`src/rtl/dma_chan_pkg.sv`:
```
package dma_chan_pkg;

  localparam int REG_W = 24;

  // control word bit positions
  localparam int EN_BIT   = 23;
  localparam int IE_BIT   = 22;
  localparam int MODE_HI  = 21;
  localparam int MODE_LO  = 19;
  localparam int RSEL_HI  = 15;
  localparam int RSEL_LO  = 11;

  // register select codes
  localparam logic [2:0] SEL_CTRL  = 3'd0;
  localparam logic [2:0] SEL_COUNT = 3'd1;
  localparam logic [2:0] SEL_LINE  = 3'd2;
  localparam logic [2:0] SEL_SRC   = 3'd3;
  localparam logic [2:0] SEL_DST   = 3'd4;

  typedef enum logic [1:0] {GR_BLOCK, GR_LINE, GR_WORD} gran_t;

  typedef struct packed {
    logic  by_enable;
    gran_t gran;
    logic  keep_en;
  } mode_t;

  typedef enum logic [1:0] {ST_IDLE, ST_RD, ST_WR} xfer_st_t;

  function automatic mode_t decode_mode(input logic [2:0] m);
    mode_t d;
    case (m)
      3'b001:  d = '{by_enable: 1'b0, gran: GR_WORD,  keep_en: 1'b0};
      3'b010:  d = '{by_enable: 1'b0, gran: GR_LINE,  keep_en: 1'b0};
      3'b100:  d = '{by_enable: 1'b1, gran: GR_BLOCK, keep_en: 1'b0};
      3'b101:  d = '{by_enable: 1'b0, gran: GR_WORD,  keep_en: 1'b1};
      3'b110:  d = '{by_enable: 1'b0, gran: GR_LINE,  keep_en: 1'b1};
      default: d = '{by_enable: 1'b0, gran: GR_BLOCK, keep_en: 1'b0};
    endcase
    return d;
  endfunction

endpackage

```
`src/rtl/dma_ctrl_regs.sv`:
```
module dma_ctrl_regs
  import dma_chan_pkg::*;
(
  input  logic             clk,
  input  logic             rst,
  input  logic             wr_en,
  input  logic [2:0]       wr_sel,
  input  logic [REG_W-1:0] wr_data,
  input  logic             hw_clr_en,
  input  logic             irq_set,
  input  logic             irq_ack,
  output logic [REG_W-1:0] ctrl,
  output logic             sw_en_clear,
  output logic             irq
);

  logic ctrl_wr;
  assign ctrl_wr     = wr_en && (wr_sel == SEL_CTRL);
  assign sw_en_clear = ctrl_wr && ctrl[EN_BIT] && !wr_data[EN_BIT];

  always_ff @(posedge clk) begin
    if (rst) begin
      ctrl <= '0;
    end else begin
      if (hw_clr_en) ctrl[EN_BIT] <= 1'b0;
      if (ctrl_wr)   ctrl <= wr_data;
    end
  end

  always_ff @(posedge clk) begin
    if (rst)          irq <= 1'b0;
    else if (irq_set) irq <= 1'b1;
    else if (irq_ack) irq <= 1'b0;
  end

  // a pending interrupt only drops on acknowledge
  a_r11_irq_held: assert property (@(posedge clk) disable iff (rst)
    irq && !irq_ack |=> irq);

endmodule

```
`src/rtl/dma_req_edge.sv`:
```
module dma_req_edge #(
  parameter int NREQ = 4
) (
  input  logic            clk,
  input  logic            rst,
  input  logic [NREQ-1:0] req_in,
  input  logic [4:0]      sel,
  output logic            edge_o
);

  logic picked, q1, q2;

  always_comb begin
    picked = 1'b0;
    for (int i = 0; i < NREQ; i++)
      if (sel == 5'(i)) picked = req_in[i];
  end

  always_ff @(posedge clk) begin
    if (rst) begin
      q1 <= 1'b0;
      q2 <= 1'b0;
    end else begin
      q1 <= picked;
      q2 <= q1;
    end
  end

  assign edge_o = q1 && !q2;

endmodule

```
`src/rtl/dma_xfer_engine.sv`:
```
module dma_xfer_engine
  import dma_chan_pkg::*;
#(
  parameter int ADDR_W = 24,
  parameter int DATA_W = 24,
  parameter int CNT_W  = 12
) (
  input  logic              clk,
  input  logic              rst,
  input  logic              en,
  input  logic              sw_en_clear,
  input  mode_t             mode_i,
  input  logic              req_edge,
  input  logic              wr_en,
  input  logic [2:0]        wr_sel,
  input  logic [ADDR_W-1:0] wr_data,
  input  logic              mem_gnt,
  input  logic [DATA_W-1:0] mem_rdata,
  output logic              mem_req,
  output logic              mem_we,
  output logic [ADDR_W-1:0] mem_addr,
  output logic [DATA_W-1:0] mem_wdata,
  output logic              busy,
  output logic [CNT_W-1:0]  cnt,
  output logic [CNT_W-1:0]  line_len,
  output logic [ADDR_W-1:0] src,
  output logic [ADDR_W-1:0] dst,
  output logic              block_end_evt,
  output logic              abort_evt,
  output logic              hw_clr_en
);

  xfer_st_t         st;
  logic [CNT_W-1:0] preset, line_cnt;
  logic             stop_pend;
  logic             start, word_end, last, halt;

  assign busy     = (st != ST_IDLE);
  assign start    = (st == ST_IDLE) && en && (mode_i.by_enable || req_edge);
  assign word_end = (st == ST_WR) && mem_gnt;

  assign block_end_evt = word_end && (cnt == '0);
  always_comb begin
    case (mode_i.gran)
      GR_WORD: last = 1'b1;
      GR_LINE: last = (line_cnt == '0) || (cnt == '0);
      default: last = (cnt == '0);
    endcase
  end
  assign halt      = last || stop_pend || sw_en_clear;
  assign abort_evt = word_end && (stop_pend || sw_en_clear);
  assign hw_clr_en = block_end_evt && !mode_i.keep_en;

  always_ff @(posedge clk) begin
    if (rst) begin
      st        <= ST_IDLE;
      mem_req   <= 1'b0;
      mem_we    <= 1'b0;
      mem_addr  <= '0;
      mem_wdata <= '0;
      cnt       <= '0;
      preset    <= '0;
      line_len  <= '0;
      line_cnt  <= '0;
      src       <= '0;
      dst       <= '0;
      stop_pend <= 1'b0;
    end else begin
      case (st)
        ST_IDLE: if (start) begin
          st       <= ST_RD;
          mem_req  <= 1'b1;
          mem_we   <= 1'b0;
          mem_addr <= src;
          line_cnt <= line_len;
        end
        ST_RD: if (mem_gnt) begin
          st        <= ST_WR;
          mem_wdata <= mem_rdata;
          mem_we    <= 1'b1;
          mem_addr  <= dst;
        end
        default: if (mem_gnt) begin
          src      <= src + 1'b1;
          dst      <= dst + 1'b1;
          cnt      <= (cnt == '0) ? preset : cnt - 1'b1;
          line_cnt <= (line_cnt == '0) ? line_len : line_cnt - 1'b1;
          mem_we   <= 1'b0;
          if (halt) begin
            st      <= ST_IDLE;
            mem_req <= 1'b0;
          end else begin
            st       <= ST_RD;
            mem_addr <= src + 1'b1;
          end
        end
      endcase

      if (word_end)                stop_pend <= 1'b0;
      else if (sw_en_clear && busy) stop_pend <= 1'b1;

      if (wr_en) begin
        case (wr_sel)
          SEL_COUNT: begin
            preset <= wr_data[CNT_W-1:0];
            cnt    <= wr_data[CNT_W-1:0];
          end
          SEL_LINE: line_len <= wr_data[CNT_W-1:0];
          SEL_SRC:  src      <= wr_data;
          SEL_DST:  dst      <= wr_data;
          default: ;
        endcase
      end
    end
  end

  // an ungranted access is held unchanged
  a_r8_hold_access: assert property (@(posedge clk) disable iff (rst)
    mem_req && !mem_gnt |=> mem_req && $stable(mem_addr) && $stable(mem_we));

  // a granted read is always followed by the write of that word
  a_r8_read_then_write: assert property (@(posedge clk) disable iff (rst)
    mem_req && mem_gnt && !mem_we |=> mem_req && mem_we);

  // the channel only goes quiet right after a granted write
  a_r10_stop_after_write: assert property (@(posedge clk) disable iff (rst)
    $fell(busy) |-> $past(mem_req && mem_we && mem_gnt));

  // the block end reloads the counter with its preset
  a_r7_reload: assert property (@(posedge clk) disable iff (rst)
    block_end_evt && !wr_en |=> cnt == preset);

endmodule

```
`src/rtl/dma_chan_seq.sv`:
```
module dma_chan_seq
  import dma_chan_pkg::*;
#(
  parameter int NREQ   = 4,
  parameter int ADDR_W = 24,
  parameter int DATA_W = 24,
  parameter int CNT_W  = 12
) (
  input  logic              clk,
  input  logic              rst,
  input  logic              reg_wr,
  input  logic [2:0]        reg_sel,
  input  logic [REG_W-1:0]  reg_wdata,
  output logic [REG_W-1:0]  reg_rdata,
  input  logic [NREQ-1:0]   dreq,
  output logic              mem_req,
  output logic              mem_we,
  output logic [ADDR_W-1:0] mem_addr,
  output logic [DATA_W-1:0] mem_wdata,
  input  logic [DATA_W-1:0] mem_rdata,
  input  logic              mem_gnt,
  output logic              irq,
  input  logic              irq_ack
);

  logic [REG_W-1:0]  ctrl;
  logic              sw_en_clear, hw_clr_en, irq_set;
  logic              req_edge, busy, block_end_evt, abort_evt;
  logic [CNT_W-1:0]  cnt, line_len;
  logic [ADDR_W-1:0] src, dst;
  mode_t             mode;

  assign mode    = decode_mode(ctrl[MODE_HI:MODE_LO]);
  assign irq_set = ctrl[IE_BIT] && (block_end_evt || abort_evt);

  dma_ctrl_regs u_regs (
    .clk, .rst,
    .wr_en(reg_wr), .wr_sel(reg_sel), .wr_data(reg_wdata),
    .hw_clr_en, .irq_set, .irq_ack,
    .ctrl, .sw_en_clear, .irq
  );

  dma_req_edge #(.NREQ(NREQ)) u_req (
    .clk, .rst, .req_in(dreq), .sel(ctrl[RSEL_HI:RSEL_LO]), .edge_o(req_edge)
  );

  dma_xfer_engine #(.ADDR_W(ADDR_W), .DATA_W(DATA_W), .CNT_W(CNT_W)) u_eng (
    .clk, .rst,
    .en(ctrl[EN_BIT]), .sw_en_clear, .mode_i(mode), .req_edge,
    .wr_en(reg_wr), .wr_sel(reg_sel), .wr_data(reg_wdata[ADDR_W-1:0]),
    .mem_gnt, .mem_rdata,
    .mem_req, .mem_we, .mem_addr, .mem_wdata,
    .busy, .cnt, .line_len, .src, .dst,
    .block_end_evt, .abort_evt, .hw_clr_en
  );

  always_ff @(posedge clk) begin
    if (rst) reg_rdata <= '0;
    else begin
      case (reg_sel)
        SEL_CTRL:  reg_rdata <= ctrl;
        SEL_COUNT: reg_rdata <= REG_W'(cnt);
        SEL_LINE:  reg_rdata <= REG_W'(line_len);
        SEL_SRC:   reg_rdata <= REG_W'(src);
        SEL_DST:   reg_rdata <= REG_W'(dst);
        default:   reg_rdata <= '0;
      endcase
    end
  end

  // keep-enabled modes are never disarmed by the hardware
  a_r6_keep_armed: assert property (@(posedge clk) disable iff (rst)
    ctrl[EN_BIT] && mode.keep_en && !(reg_wr && reg_sel == SEL_CTRL)
    |=> ctrl[EN_BIT]);

  // a block end with interrupts enabled raises irq
  a_r9_irq_on_block: assert property (@(posedge clk) disable iff (rst)
    block_end_evt && ctrl[IE_BIT] |=> irq);

endmodule

```
`config.mk`:
```
export PLATFORM = sky130hd
export DESIGN_NAME = dma_chan_seq
export DESIGN_NICKNAME = d
export VERILOG_FILES = /design/src/rtl/dma_chan_pkg.sv /design/src/rtl/dma_ctrl_regs.sv /design/src/rtl/dma_req_edge.sv /design/src/rtl/dma_xfer_engine.sv /design/src/rtl/dma_chan_seq.sv
export SDC_FILE = /design/constraint.sdc
export NUM_CORES = 1
export LEC_CHECK = 0
export BUFFER_PORTS_ARGS = -buffer_cell sky130_fd_sc_hd__buf_2
export CORE_MARGIN = 5
export CORE_UTILIZATION = 45
export DETAILED_ROUTE_END_ITERATION = 8
export HOLD_SLACK_MARGIN = 0.15
export PLACE_DENSITY = 0.62
export SLEW_MARGIN = 20
export SYNTH_ARGS = -nofsm -noshare
export SYNTH_HDL_FRONTEND = slang
export SYNTH_SLANG_ARGS = --single-unit
```
`constraint.sdc`:
```
create_clock -name clk -period 3.9 [get_ports clk]
set_input_delay 0.195 -clock clk [delete_from_list [all_inputs] [get_ports clk]]
set_output_delay 0.195 -clock clk [all_outputs]
set_load 0.02 [all_outputs]
```
# After elaboration in Yosys (flattened, before gate mapping)
# Cells that the tools add are included.
# W data, S select, Z words.
[totals]
input_bits = 60
word_cells = 128
out_inout_bits = 75
register_bits = 200
[classes]
n_addsub = 4
n_reduce_logical = 40
eq_ne = 19
mux = 46
n_bitwise = 1
[ops]
columns = ["cell", "count"]
rows = [
  ["$mux W24", 13],
  ["$pmux W24 S5", 1],
  ["$mux W12", 8],
  ["$add A24 B1 Y24 const B", 2],
  ["$pmux W24 S2", 1],
  ["$logic_not A12 Y1", 2],
  ["$pmux W12 S2", 1],
  ["$sub A12 B1 Y12 const B", 2],
  ["$pmux W4 S5", 1],
  ["$mux W1", 14],
  ["$eq A3 B3 Y1 const B", 4],
  ["$logic_and A1 B1 Y1", 12],
  ["$eq A5 B2 Y1 const B", 2],
  ["$reduce_bool A2 Y1", 5],
  ["$eq A3 B2 Y1 const B", 3],
  ["$reduce_and A4 Y1", 2],
  ["$eq A3 B1 Y1 const B", 2],
  ["$logic_or A1 B1 Y1", 6],
  ["$mux W2", 3],
  ["$pmux W1 S2", 3],
  ["$reduce_and A2 Y1", 3],
  ["$reduce_and A3 Y1", 2],
  ["$eq A5 B1 Y1 const B", 1],
  ["$logic_not A5 Y1", 1],
  ["11 further kinds", 16],
]

# Longest topological paths before layout
[depth]
ltp_word = 9
depth_mapped = 11
depth_no_buf = 9

# Modules after synthesis
# Synthesis repeated with hierarchy kept, for this count alone.
[hier_totals]
hier_cells = 1281
area_unflattened_um2 = 10665.2
[by_module_without_submodules]
columns = ["mod", "cells_each", "area_each_um2", "instances"]
rows = [
  ["dma_xfer_engine", 993, 7825.0, 1],
  ["dma_chan_seq", 171, 1589.0, 1],
  ["dma_ctrl_regs", 110, 1163.6, 1],
  ["dma_req_edge", 7, 87.6, 1],
]

# Worst setup path after synthesis
# Ideal clock, no wire load.
[synth_path]
path_kind = "register to register"
from = "reg u_eng.src[8]"
to = "reg u_eng.mem_addr[23]"
required_time_ps = 3833
arrival_time_ps = 2263
period_less_slack_ps = 2331
path_stages_with_launch = 9
slack_ps = 1569
cell_sequence = "dfxtp_1 buf_2 nand4_2 or4_4 buf_6 or4_4 xor2_1 a211o_1 a21oi_2"
[synth_via]
elab_chain_cells = 4
[synth_lines]
columns = ["item", "line_no", "text"]
rows = [
  ["from (decl)", "dma_xfer_engine.sv:26", "output logic [ADDR_W-1:0] src,"],
  ["from (signal assigned)", "dma_xfer_engine.sv:84", "src <= src + 1'b1;"],
  ["from (signal assigned)", "dma_xfer_engine.sv:109", "SEL_SRC: src <= wr_data;"],
  ["$add A24 B1 Y24", "dma_xfer_engine.sv:94", "mem_addr <= src + 1'b1;"],
  ["$mux W24", "dma_xfer_engine.sv:89", "if (halt) begin"],
  ["$mux W24", "dma_xfer_engine.sv:83", "default: if (mem_gnt) begin"],
  ["$pmux W24 S2", "dma_xfer_engine.sv:69", "case (st)"],
  ["to (signal assigned)", "dma_xfer_engine.sv:74", "mem_addr <= src;"],
  ["to (signal assigned)", "dma_xfer_engine.sv:81", "mem_addr <= dst;"],
  ["to (signal assigned)", "dma_xfer_engine.sv:94", ""],
  ["to (decl)", "dma_xfer_engine.sv:21", "output logic [ADDR_W-1:0] mem_addr,"],
]
# Every way passes these cells. The select of a mux whose other input is x is not followed.
# A chain may end at the register's enable or synchronous reset.

# Worst setup path in the final report
[layout_path]
from = "reg u_eng.cnt[0]"
to = "reg u_eng.mem_addr[22]"
[layout_via]
elab_chain_cells = 7
[layout_lines]
columns = ["item", "line_no", "text"]
rows = [
  ["from (decl)", "dma_xfer_engine.sv:24", "output logic [CNT_W-1:0] cnt,"],
  ["from (signal assigned)", "dma_xfer_engine.sv:86", "cnt <= (cnt == '0) ? preset : cnt - 1'b1;"],
  ["from (signal assigned)", "dma_xfer_engine.sv:106", "cnt <= wr_data[CNT_W-1:0];"],
  ["$logic_not A12 Y1 (*)", "dma_xfer_engine.sv:46, dma_xfer_engine.sv:47", ""],
  ["$logic_or A1 B1 Y1", "dma_xfer_engine.sv:46", "GR_LINE: last = (line_cnt == '0) || (cnt == '0);"],
  ["$pmux W1 S2 (*)", "dma_xfer_engine.sv:44", "case (mode_i.gran)"],
  ["$logic_or A1 B1 Y1 (*) (2 in a row)", "dma_xfer_engine.sv:50", "assign halt = last || stop_pend || sw_en_clear;"],
  ["$ne A3 B3 Y1 (no line) (*)", "-", ""],
  ["$reduce_and A4 Y1 (no line) (*)", "-", ""],
]
# Mark *: on every way between the ends. The rest lies on a longest branch, timed or not.

==> results by group <==
Synth
  • EDFF count, synth: 0
  • Synth cell types: 56
  • Synth Flop Type: dfxtp_1
  • Syn_nets: 1,328
  • FFs w/ async S/R, synth: 0%
  • Commonest cells post-synth: nand2_1 (226), dfxtp_1 (199), nor2_1 (139)
  • Synth area leaders: dfxtp_1 (40%), nand2_1 (8.6%), a21oi_1 (6.9%), nor2_1 (5.3%), a211oi_1 (4.8%)
  • Most numerous cell in the Yosys netlist: nand2_1
  • Mapped Avg Cell Area: 7.80 um2
  • Post-synthesis sequential area ratio: 40.5%
  • Yosys Warn Count: 0
  • Synthesized cell area: 9850 um2
  • Post-Syn Instances: 1,262
  • Dominant cell type by area after synthesis: dfxtp_1
  • Synth Register Bits: 199
  • Synth top area share: 40.5%

Route
  • DRT antenna net count: 0
  • Number of DRC markers in iteration 0: 875
  • Drc violations: 0
  • Detailed-route via count: 9,538
  • Via density: 5.73
  • DR WL/cell: 18.7 um
  • Total wire length: 31.1 mm
  • Drt first pass iters: 5

Worst setup path
  • Crit path max fanout: 48
  • Worst path slowest cell: nor4b_1
  • Slowest stage delay, CP: 0.51 ns
  • Worst Path Arrival: 3.16 ns
  • Worst path cell trace: inv_1, ha_1, nor4b_1, and4_1, a211oi_1, o21ai_4, buf_4, a211o_1, a21oi_1
  • Worst Path Required: 4.19 ns
  • Startpoint Class: flip-flop
  • Crit-path leading delay family: simple AND/OR/NAND/NOR gates
  • Critical Path Sink Type: flip-flop
  • Worst Path Buf+Inv: 2
  • Setup CP Type: flip-flop to flip-flop

Floorplan
  • Row Count: 54
  • Core area: 21,700 um2
  • Die ar.: 24,900 um2
  • Initial core utilization: 45.4%
  • Die width: 158 um
  • Number of top-level pins: 135
  • Die Y: 158 um

CTS
  • Clock Tree Root: clkbuf_16
  • Num CTS Buffers: 17
  • Clock Sinks: 199
  • Clock latency on the worst-skew pair: 0.44 ns
  • CTS tree: built
  • Post-CTS Resized: 0
  • Setup Buffers After CTS: 0
  • Max H-tree Level: 4
  • Clock Path Buffers: 2
  • Worst-path clk slew: 0.08 ns

Timing
  • Fin. max-slew vios: 0
  • Setup TNS: 0 ns
  • Slew @ Worst Pin: 1.06 ns
  • Worst slew margin: 28.8%
  • RSZ-0062 raised after global routing: no
  • Fin crit period: 2.87 ns
  • Final period util: 73.5%
  • Fmax: 0.349 GHz
  • Clock skew: 0.0120 ns
  • Final Setup Violations: 0
  • Number of hold violations in the final report: 0

Pwr
  • Max VDD drop: 254 uV
  • PwrDens: 371 nW/um2
  • Leakage: 0.00419 uW

Global route
  • Largest net degree at the start of global routing: 177
  • Global Route Usage Sum: 24.7%
  • Antenna violations before repair: 0
  • Global-route wire length before repair: 48.7 mm
  • Gr ovfl total: 0
  • Number of global-route vias before repair: 8,644

Outcome
  • Status: completed

Cells and area
  • Synthesis-to-layout area growth: 18.8%
  • Share of cells above drive strength 1: 14.9%
  • Layout Nets: 1,438
  • Final Cell Area: 11,700 um2
  • Antenna cells: 0

Placed design
  • DP HPWL: 21.0 mm
  • Port Buffers: 134
  • Placed Area: 10,600 um2
  • Gpl congestion: 0.894

Min path
  • Worst min-delay path class: input pin to flip-flop

Run
  • Max Cap Viol: 0
[cells by family after synthesis]
kind of cell / after synthesis / share of synthesized area, %
xor+xnor: 61 / 5.43
buf+inv: 121 / 4.84
fa+ha+maj: 6 / 0.762
compound gates: 332 / 21.9
simple gates: 512 / 23.2
mux: 31 / 3.43
flops: 199 / 40.5
[timing repair]
item | in CTS | in global routing
endpoints found under the hold margin | 125 | 0
hold buffers | 50 | 0
setup endpoints to repair | 0 | 0
[placed cells by master (no fill, tap or decap), types with 13 or more instances in the layout]
cell and n:
nand2_1 226, dfxtp_1 199, nor2_1 139, a21oi_1 135, buf_2 133, a211oi_1 63, dlygate4sd3_1 50, a22oi_1 31
xor2_1 31, o21ai_0 30, xnor2_1 30, nor2b_1 25, nor3_1 22, nand3_1 22, a211o_1 22, mux2i_1 18
clkbuf_16 17, inv_1 16, nand4_1 13
[flip-flops by register name, summed over array words and instances (netlist names)]
signal           flops
u_eng.mem_req        1
u_eng.mem_wdata     24
u_regs.ctrl         24
u_eng.dst           24
u_req.q1             1
u_eng.mem_we         1
u_eng.line_len      12
u_eng.line_cnt      12
u_req.q2             1
u_eng.cnt           12
u_eng.mem_addr      24
u_eng.src           24
u_eng.st             1
u_regs.irq           1
reg_rdata           24
u_eng.stop_pend      1
u_eng.preset        12
[worst min-delay path, cell delays in order]
cell and delay (ns):
buf_2 0.07, mux4_2 0.21, and2_1 0.11
[final cells by class]
type / count / area, um2
multi-input cells: 942 / 5420
clock buffers: 19 / 443
clock inverters: 13 / 170
repair buffers: 196 / 1280
well taps: 280 / 350
fillers: 2050 / 9990
flip-flops and latches: 199 / 3980
inverters: 16 / 60.1
[metal layers]
metal | share of wire, % | GRT usage (%) | up-vias
met5 | 0 | 0 | -
met4 | 1.8 | 6.06 | 0
met3 | 8.8 | 4.81 | 39
met2 | 43 | 36.4 | 415
met1 | 46 | 37.0 | 4462
li1 | - | - | 4622
[power by group]
part | switching (uW) | total, uW | internal, uW
sequential | 52.0 | 2120 | 2070
combinational | 221 | 365 | 143
clock | 821 | 1860 | 1040
total | 1090 | 4340 | 3250
[per-stage QoR]
step | hold WS (ns) | total power, uW | utilization [%] | instances | setup slack [ns]
CTS | 0.172 | 4360 | 53.9 | 1665 | 1.06
finish | 0.174 | 4340 | 53.9 | 1665 | 1.03
global route | 0.176 | 4490 | 53.9 | 1665 | 0.825
global placement | 0.435 | 2480 | 48.8 | 1583 | 1.11
floorplan | 0.331 | 2350 | - | 1262 | 1.57
detailed placement | 0.440 | 2490 | 48.8 | 1583 | 1.07
[final timing paths]
check,startpoint,end,slack (ns),cells past startpoint
worst min-delay path,dreq[2],u_req.q1,0.17,3
worst min register to register,u_eng.mem_addr[3],u_eng.mem_addr[3],0.45,2
worst max-delay path,u_eng.cnt[0],u_eng.mem_addr[22],1.03,9
worst max register to register,u_eng.cnt[0],u_eng.mem_addr[22],1.03,9
Note: power is estimated with default switching activity, not from simulation.
